--- config.mk ---
export PLATFORM = sky130hd
export DESIGN_NAME = bus_owner_arbiter
export DESIGN_NICKNAME = d
export VERILOG_FILES = /design/src/rtl/arb_pkg.sv /design/src/rtl/arb_prio_pick.sv /design/src/rtl/arb_release_gate.sv /design/src/rtl/bus_owner_arbiter.sv
export SDC_FILE = /design/constraint.sdc
export NUM_CORES = 1
export LEC_CHECK = 0
export BUFFER_PORTS_ARGS = -buffer_cell sky130_fd_sc_hd__buf_2
export CAP_MARGIN = 20
export CORE_AREA = 2 2 39 41
export DETAILED_ROUTE_END_ITERATION = 16
export DIE_AREA = 0 0 41 43
export PLACE_DENSITY_LB_ADDON = 0.3
export SLEW_MARGIN = 10
export SYNTH_ARGS = -nofsm -noshare
export SYNTH_HDL_FRONTEND = slang
export SYNTH_SLANG_ARGS = --single-unit
--- constraint.sdc ---
create_clock -name clk -period 1.4 [get_ports clk]
set_input_delay 0.14 -clock clk [delete_from_list [all_inputs] [get_ports clk]]
set_output_delay 0.14 -clock clk [all_outputs]
set_load 0.005 [all_outputs]
--- src/rtl/arb_pkg.sv ---
package arb_pkg;
  parameter int unsigned DEF_MASTERS = 4;

  typedef struct packed {
    logic split_lock;
    logic internal_op;
    logic asleep;
  } cpu_state_t;
endpackage

--- src/rtl/arb_prio_pick.sv ---
module arb_prio_pick #(
  parameter int unsigned N = 4
) (
  input  logic [N-1:0] cand,
  output logic [N-1:0] pick
);
  // lowest index has highest priority
  for (genvar i = 0; i < N; i++) begin : g_pick
    if (i == 0) begin : g_top
      assign pick[i] = cand[i];
    end else begin : g_rest
      assign pick[i] = cand[i] & ~(|cand[i-1:0]);
    end
  end
endmodule

--- src/rtl/arb_release_gate.sv ---
module arb_release_gate
  import arb_pkg::*;
#(
  parameter int unsigned N    = 4,
  localparam int unsigned NREQ = N - 1,
  localparam int unsigned CPU  = N - 1
) (
  input  logic [N-1:0]    owner,
  input  logic [NREQ-1:0] req,
  input  logic [N-1:0]    cyc_end,
  input  cpu_state_t      cpu_st,
  output logic            handover
);
  logic [N-1:0] rel;

  for (genvar i = 0; i < NREQ; i++) begin : g_master
    logic higher;
    if (i == 0) begin : g_none
      assign higher = 1'b0;
    end else begin : g_some
      assign higher = |req[i-1:0];
    end
    // leave on request drop, or yield to a better master at cycle end
    assign rel[i] = owner[i] & (~req[i] | (higher & cyc_end[i]));
  end

  logic cpu_window;
  assign cpu_window = ~cpu_st.split_lock &
                      (cpu_st.asleep | cpu_st.internal_op | cyc_end[CPU]);
  assign rel[CPU] = owner[CPU] & (|req) & cpu_window;

  assign handover = |rel;
endmodule

--- src/rtl/bus_owner_arbiter.sv ---
module bus_owner_arbiter
  import arb_pkg::*;
#(
  parameter int unsigned N_MASTERS = DEF_MASTERS,
  localparam int unsigned NREQ = N_MASTERS - 1,
  localparam int unsigned CPU  = N_MASTERS - 1
) (
  input  logic                 clk,
  input  logic                 rst,
  input  logic [NREQ-1:0]      bus_req,
  input  logic [N_MASTERS-1:0] cyc_end,
  input  logic                 cpu_split_lock,
  input  logic                 cpu_internal,
  input  logic                 cpu_sleep,
  output logic [N_MASTERS-1:0] ack
);
  localparam logic [N_MASTERS-1:0] CPU_OH = {1'b1, {NREQ{1'b0}}};

  logic [N_MASTERS-1:0] owner_q;
  logic [N_MASTERS-1:0] cand;
  logic [N_MASTERS-1:0] winner;
  logic                 handover;
  cpu_state_t           cpu_st;

  assign cand   = {1'b1, bus_req};
  assign cpu_st = '{split_lock: cpu_split_lock,
                    internal_op: cpu_internal,
                    asleep: cpu_sleep};

  arb_prio_pick #(.N(N_MASTERS)) u_pick (
    .cand (cand),
    .pick (winner)
  );

  arb_release_gate #(.N(N_MASTERS)) u_gate (
    .owner    (owner_q),
    .req      (bus_req),
    .cyc_end  (cyc_end),
    .cpu_st   (cpu_st),
    .handover (handover)
  );

  always_ff @(posedge clk) begin
    if (rst) begin
      owner_q <= CPU_OH;
    end else if (handover) begin
      owner_q <= winner;
    end
  end

  assign ack = owner_q;
endmodule

==> impl_table.tex, run 1 <==
\begin{tabular}{lr}
\hline
Metric & Value \\
\hline
\multicolumn{2}{l}{\textbf{Yosys}} \\
\quad Async set or reset register ratio after synthesis & 0\% \\
\quad Most used standard cell by instance count after synthesis & sky130\_fd\_sc\_hd\_\_dfxtp\_1 \\
\quad Number of unique standard cell types used by synthesis & 20 \\
\quad Cells after Synth & 26 \\
\quad Average cell area after synthesis & 10.78 sq um \\
\quad Synth Cell Area & 280.3 sq um \\
\quad Dominant cells by area after synthesis & sky130\_fd\_sc\_hd\_\_dfxtp\_1 29\%, sky130\_fd\_sc\_hd\_\_a221oi\_4 9.4\%, sky130\_fd\_sc\_hd\_\_or3\_4 8.0\% \\
\quad Register bit total from synthesis & 4 \\
\quad Share of Yosys cell area claimed by the top area cell type & 28.57\% \\
\quad Library cell with the largest summed area after synthesis & sky130\_fd\_sc\_hd\_\_dfxtp\_1 \\
\quad Net count of the mapped netlist & 38 \\
\quad Prevailing post-synth register cell & sky130\_fd\_sc\_hd\_\_dfxtp\_1 \\
\quad Synth warn & 0 \\
\quad Ranking of synthesized cells by instance count & 4 x sky130\_fd\_sc\_hd\_\_dfxtp\_1, 2 x sky130\_fd\_sc\_hd\_\_inv\_1, 2 x sky130\_fd\_sc\_hd\_\_nand3\_1, 2 x sky130\_fd\_sc\_hd\_\_or3\_4 \\
\quad Post-synth EDFFs & 0 \\
\quad Portion of the post-synthesis area used by sequential elements & 28.57\% \\
\multicolumn{2}{l}{\textbf{Timing}} \\
\quad Total negative slack for setup checks & 0 ps \\
\quad Final worst hold slack & 114.6 ps \\
\quad Max-slew headroom & 78.94\% \\
\quad Unrepaired setup endpoints after global routing & false \\
\quad Maximum clock frequency & 0.8045 GHz \\
\quad Minimum clock period after layout & 1243 ps \\
\quad Tightest Pin Transition & 315.9 ps \\
\quad Fin. Hold Viols & 0 \\
\quad Clock tree skew after final layout & 0.8874 ps \\
\quad Post-route fraction of the period consumed by the critical path & 88.78\% \\
\quad Max-slew violation total from the final report & 0 \\
\quad Setup violators final & 0 \\
\multicolumn{2}{l}{\textbf{Floorplanning}} \\
\quad Number of standard-cell rows in the floorplan & 14 \\
\quad Vertical die dimension & 43 microns \\
\quad Width of the die & 41 microns \\
\quad Starting Density & 20.25\% \\
\quad Core area & 1384 sq um \\
\quad Die area & 1763 sq um \\
\quad Top-Level Pins & 16 \\
\multicolumn{2}{l}{\textbf{Critical path}} \\
\quad Worst Setup Start Kind & flop \\
\quad Dominant delay contributor by cell family on the critical path & compound AO/OA/AOI/OAI gates \\
\quad Crit path max fanout & 6 \\
\quad CP max stage delay & 350 ps \\
\quad CP bufs+invs & 0 \\
\quad R2r setup slk & 160 ps \\
\quad Crit path kind & flop to flop \\
\quad Cells along the critical path & o211a\_1, a221oi\_4, nand3b\_1, and3\_1 \\
\quad Worst endpoint required time & 1530 ps \\
\quad Arrival time of data at the critical path endpoint & 1370 ps \\
\quad Critical path capture point type & flop \\
\quad Cell with the largest stage delay on the worst path & sky130\_fd\_sc\_hd\_\_dfxtp\_1 \\
\multicolumn{2}{l}{\textbf{Clock tree}} \\
\quad Number of buffers created by CTS & 3 \\
\quad Max Buffers Root-to-Sink & 2 \\
\quad Clock Sink Count & 4 \\
\quad Setup Buffers After CTS & 0 \\
\quad CTS Root Buffer Type & sky130\_fd\_sc\_hd\_\_clkbuf\_4 \\
\quad Post-CTS sizing & 0 \\
\quad CTS clock-pin slew for the worst setup and hold paths & 40 ps \\
\quad Hold-fix buffers, CTS & 0 \\
\quad Clock network latency to the later pin of the worst-skew pair & 240 ps \\
\quad H-tree lvl count & 1 \\
\quad Clock tree from TritonCTS & built \\
\multicolumn{2}{l}{\textbf{Drt}} \\
\quad Routed Antenna Nets & 0 \\
\quad Number of remaining DRC errors & 0 \\
\quad Total Routed Length & 618 microns \\
\quad DRT iter0 DRCs & 6 \\
\quad Length of the first detailed-routing pass in iterations & 4 \\
\quad Via-per-instance ratio & 4.576 \\
\quad Vias after detailed routing & 270 \\
\quad Average detailed-routed wire length per instance & 10.47 microns \\
\multicolumn{2}{l}{\textbf{Worst hold path}} \\
\quad Path category of the worst min-delay check & input pin to flop \\
\multicolumn{2}{l}{\textbf{Cells and area}} \\
\quad Share of layout cells above drive strength 1 & 58.14\% \\
\quad Multi-input logic area & 192.7 sq um \\
\quad Number of flip-flops in the largest register & 4 \\
\quad Antenna Cells & 0 \\
\quad Final Net Count & 57 \\
\quad Seq. cell area & 80.08 sq um \\
\quad Synthesis-to-layout area growth & 40.18\% \\
\quad Fill cell count & 162 \\
\quad Fraction of the core area covered by cells at the end of the flow & 28.39\% \\
\multicolumn{2}{l}{\textbf{Placed design}} \\
\quad Gp weighted congestion & 0.6777 \\
\quad Port bufs & 14 \\
\quad Post-DP HPWL & 492.4 microns \\
\multicolumn{2}{l}{\textbf{Power}} \\
\quad Worst-case vdd ir drop & 0.3220 mV \\
\quad Power dissipated by switching net loads & 0.00009837 W \\
\quad Clock group share of total power & 40.6\% \\
\quad Overall power consumption & 0.0003653 W \\
\quad Fraction of power consumed by sequential logic & 35.9\% \\
\quad Switching share of power & 26.93\% \\
\quad Part of the total power dissipated in combinational logic & 23.5\% \\
\quad PD cells & 929.9 nW/um\^{}2 \\
\quad Internal power component & 0.0002670 W \\
\quad Leakage power summed over all cells & 0.1910 nW \\
\multicolumn{2}{l}{\textbf{Global routing}} \\
\quad Total routing resource utilization after global routing & 9.419\% \\
\quad Global-route wire length before repair & 1028 microns \\
\quad Number of antenna violations at the first check in global routing & 0 \\
\quad Pin count of the biggest net entering global routing & 8 \\
\quad Overall overflow remaining after global route & 0 \\
\quad Vias in the first global route & 255 \\
\multicolumn{2}{l}{\textbf{Flow run}} \\
\quad Reported max-cap violation count & 0 \\
\multicolumn{2}{l}{\textbf{Status}} \\
\quad Status & completed \\
\hline
\end{tabular}
-- power groups by stage --
stage	Clock [W]	Combinational [W]	Sequential (W)
6_report	0.000148	0.0000859	0.000131
5_1_grt	0.000161	0.0000961	0.000133
3_3_place_gp	0	0.0000866	0.000134
2_1_floorplan	0	0.0000530	0.000133
3_5_place_dp	0	0.0000865	0.000133
4_1_cts	0.000152	0.0000869	0.000131
-- per-stage QoR --
stage,area (sq um),setup slack (ps),std cells
final,392.9,157.0,59
after global routing,392.9,28.58,59
after CTS,392.9,152.4,59
after detailed placement,370.4,101.1,56
after global placement,370.4,94.18,56
after floorplan,280.3,252.7,26
-- kinds of logic after synthesis --
group	count (synthesis)	share of synthesized area [%]
compound gates	8	35.27
simple gates	12	33.49
buf+inv	2	2.680
flops	4	28.57
-- metal layers --
metal  vias to the layer above  track usage (%)  part of all wire (%)
li1                        138                -                     -
met3                         2            3.665                   9.7
met4                         0            10.00                   3.7
met1                       117            12.14                    45
met5                         -                0                     0
met2                        13            10.63                    41
-- final cells by class --
class                   count  share of cell area (%)
clock buffers               3                   5.732
flip-flops and latches      4                   20.38
inverters                   2                   1.911
well taps                  16                   5.096
repair buffers             14                   17.83
multi-input cells          20                   49.04
-- final timing paths --
| check | depth (start not counted) | end | start |
|---|---|---|---|
| max reg2reg | 4 | ack[0] | ack[2] |
| min reg2reg | 2 | ack[3] | ack[3] |
| min | 2 | ack[1] | rst |
| max | 4 | ack[0] | ack[2] |
-- cells in the final DEF, fill, tap and decap left out, drive strengths merged, types with 2 or more instances in the layout --
master / netlist / layout
or3: 2 / 2
buf: 0 / 14
inv: 2 / 2
clkbuf: 0 / 3
nand3: 2 / 2
dfxtp: 4 / 4
Note: power is estimated with default switching activity, not from simulation.
==> inputs of run 2 (changes only) <==
==> constraint.sdc (replaced) <==
create_clock -name clk -period 1.5 [get_ports clk]
set_input_delay 0.15 -clock clk [delete_from_list [all_inputs] [get_ports clk]]
set_output_delay 0.15 -clock clk [all_outputs]
set_load 0.005 [all_outputs]
==> run 2 against run 1 <==
Sequential share of layout area is the same; final cell count is the same; setup slack gained 96 ps; worst hold slack gained 11 ps; clock power shrank 7%; total power shrank 6.7%; clock-buffer cell count is the same; via count grew 0.74%; flip-flop and latch count is the same.
==> impl_table.tex, run 2 (synthesized netlist as in run 1, its figures left out) <==
\begin{tabular}{lr}
\hline
Metric & Value \\
\hline
\multicolumn{2}{l}{\textbf{Status}} \\
\quad Status & completed \\
\multicolumn{2}{l}{\textbf{Clock tree}} \\
\quad Hold-fix buffers, CTS & 0 (unchanged) \\
\quad Number of buffers created by CTS & 3 (unchanged) \\
\quad Clock network latency to the later pin of the worst-skew pair & 240 ps (about the same) \\
\quad Max Buffers Root-to-Sink & 2 (unchanged) \\
\quad CTS Root Buffer Type & sky130\_fd\_sc\_hd\_\_clkbuf\_4 \\
\quad Setup Buffers After CTS & 0 (unchanged) \\
\quad H-tree lvl count & 1 (unchanged) \\
\quad Clock Sink Count & 4 (unchanged) \\
\quad CTS clock-pin slew for the worst setup and hold paths & 40 ps (about the same) \\
\quad Clock tree from TritonCTS & built \\
\quad Post-CTS sizing & 0 (unchanged) \\
\multicolumn{2}{l}{\textbf{Cells and area}} \\
\quad Commonest cells after routing, fill and taps aside & 14 x sky130\_fd\_sc\_hd\_\_buf\_2, 4 x sky130\_fd\_sc\_hd\_\_dfxtp\_1, 3 x sky130\_fd\_sc\_hd\_\_clkbuf\_4 \\
\quad Share of layout cells above drive strength 1 & 58.14\% (unchanged) \\
\quad Number of flip-flops in the largest register & 4 (unchanged) \\
\quad Antenna Cells & 0 (unchanged) \\
\quad Multi-input logic area & 192.7 sq um (unchanged) \\
\quad Fraction of the core area covered by cells at the end of the flow & 28.39\% (unchanged) \\
\quad Most common cell after layout, fill and taps aside & sky130\_fd\_sc\_hd\_\_buf\_2 \\
\quad Fill cell count & 163 (+0.62\%) \\
\quad Seq. cell area & 80.08 sq um (unchanged) \\
\quad Synthesis-to-layout area growth & 40.18\% (unchanged) \\
\quad Final Net Count & 57 (unchanged) \\
\multicolumn{2}{l}{\textbf{Flow run}} \\
\quad Reported max-cap violation count & 0 (unchanged) \\
\multicolumn{2}{l}{\textbf{Global routing}} \\
\quad Total routing resource utilization after global routing & 9.519\% (+0.10 points) \\
\quad Routing usage on met1 & 12.46\% (+0.32 points) \\
\quad Met3 track demand over resource & 3.665\% (unchanged) \\
\quad Most heavily used metal layer in global routing & met1 \\
\quad Pin count of the biggest net entering global routing & 8 (unchanged) \\
\quad Number of antenna violations at the first check in global routing & 0 (unchanged) \\
\quad Overall overflow remaining after global route & 0 (unchanged) \\
\quad Vias in the first global route & 253 (-0.78\%) \\
\quad Grt met2 use & 10.63\% (unchanged) \\
\quad Global-route wire length before repair & 1041 microns (+1.3\%) \\
\multicolumn{2}{l}{\textbf{Timing}} \\
\quad Max-slew headroom & 78.59\% (-0.35 points) \\
\quad Final worst hold slack & 125.8 ps (+11.17 ps) \\
\quad Clock tree skew after final layout & 0.9714 ps (+0.08404 ps) \\
\quad Minimum clock period after layout & 1247 ps (+3.940 ps) \\
\quad Unrepaired setup endpoints after global routing & false \\
\quad Tightest Pin Transition & 321.2 ps (+5.310 ps) \\
\quad Total negative slack for setup checks & 0 ps (unchanged) \\
\quad Max-slew violation total from the final report & 0 (unchanged) \\
\quad Fin. Hold Viols & 0 (unchanged) \\
\quad Post-route fraction of the period consumed by the critical path & 83.13\% (-5.7 points) \\
\quad Maximum clock frequency & 0.8020 GHz (-0.32\%) \\
\quad Setup violators final & 0 (unchanged) \\
\multicolumn{2}{l}{\textbf{Floorplanning}} \\
\quad Core area & 1384 sq um (unchanged) \\
\quad Die area & 1763 sq um (unchanged) \\
\quad Number of standard-cell rows in the floorplan & 14 (unchanged) \\
\quad Top-Level Pins & 16 (unchanged) \\
\quad Width of the die & 41 microns (unchanged) \\
\quad Starting Density & 20.25\% (unchanged) \\
\quad Vertical die dimension & 43 microns (unchanged) \\
\multicolumn{2}{l}{\textbf{Critical path}} \\
\quad CP max stage delay & 350 ps (about the same) \\
\quad Crit path kind & flop to flop \\
\quad Worst endpoint required time & 1630 ps (+100 ps) \\
\quad Dominant delay contributor by cell family on the critical path & compound AO/OA/AOI/OAI gates \\
\quad Worst Setup Start Kind & flop \\
\quad Cells along the critical path & o211a\_1, a221oi\_4, nand3b\_1, and3\_1 \\
\quad CP bufs+invs & 0 (unchanged) \\
\quad Crit path max fanout & 6 (unchanged) \\
\quad Critical path capture point type & flop \\
\quad Arrival time of data at the critical path endpoint & 1380 ps (about the same) \\
\quad Cell with the largest stage delay on the worst path & sky130\_fd\_sc\_hd\_\_dfxtp\_1 \\
\multicolumn{2}{l}{\textbf{Placed design}} \\
\quad Post-DP HPWL & 491.6 microns (-0.16\%) \\
\quad Port bufs & 14 (unchanged) \\
\quad Gp weighted congestion & 0.6780 (about the same) \\
\multicolumn{2}{l}{\textbf{Power}} \\
\quad Worst-case vdd ir drop & 0.3006 mV (-6.7\%) \\
\quad Leakage power summed over all cells & 0.1910 nW (unchanged) \\
\quad PD cells & 868.0 nW/um\^{}2 (-6.7\%) \\
\multicolumn{2}{l}{\textbf{Drt}} \\
\quad Number of remaining DRC errors & 0 (unchanged) \\
\quad Vias after detailed routing & 272 (+0.74\%) \\
\quad DRT iter0 DRCs & 4 (-2) \\
\quad Length of the first detailed-routing pass in iterations & 4 (unchanged) \\
\quad Total Routed Length & 620 microns (+0.32\%) \\
\quad Average detailed-routed wire length per instance & 10.51 microns (+0.32\%) \\
\quad Routed Antenna Nets & 0 (unchanged) \\
\quad Via-per-instance ratio & 4.610 (+0.74\%) \\
\multicolumn{2}{l}{\textbf{Worst hold path}} \\
\quad Path category of the worst min-delay check & input pin to flop \\
\hline
\end{tabular}
[run 2: path summary, 6_finish.rpt]
path,startpoint,end,slack [ps],depth (start not counted)
setup reg to reg,ack[2],ack[0],250,4
hold / removal,rst,ack[1],130,2
hold reg to reg,ack[3],ack[3],500,2
setup / recovery,ack[2],ack[0],250,4
[run 2: per-layer routing]
metal,routed length (microns),share of wire [%]
met3,63,10
met5,0,0
met4,23,3.7
met1,280,45
met2,252,41
[run 2: cell type report]
type                    instances  area share [%]
flip-flops and latches          4           20.38
multi-input cells              20           49.04
well taps                      16           5.096
repair buffers                 14           17.83
clock buffers                   3           5.732
inverters                       2           1.911
[run 2: through the flow]
| step | std cells | power (W) | area [sq um] | worst slack (ps) |
|---|---|---|---|---|
| floorplan | 26 | 0.0001738 | 280.3 | 352.7 |
| global placement | 56 | 0.0002054 | 370.4 | 184.2 |
| detailed placement | 56 | 0.0002051 | 370.4 | 191.7 |
| CTS | 59 | 0.0003457 | 392.9 | 251.1 |
| global route | 59 | 0.0003640 | 392.9 | 127.8 |
| finish | 59 | 0.0003410 | 392.9 | 253.1 |
[run 2: power breakdown]
group / internal (W) / total (W) / leakage, nW / switching, W
registers: 0.000115 / 0.000122 / 0.0328 / 0.00000706
clock network: 0.0000898 / 0.000138 / 0.0138 / 0.0000485
logic: 0.0000439 / 0.0000803 / 0.144 / 0.0000363
total: 0.000249 / 0.000341 / 0.191 / 0.0000919
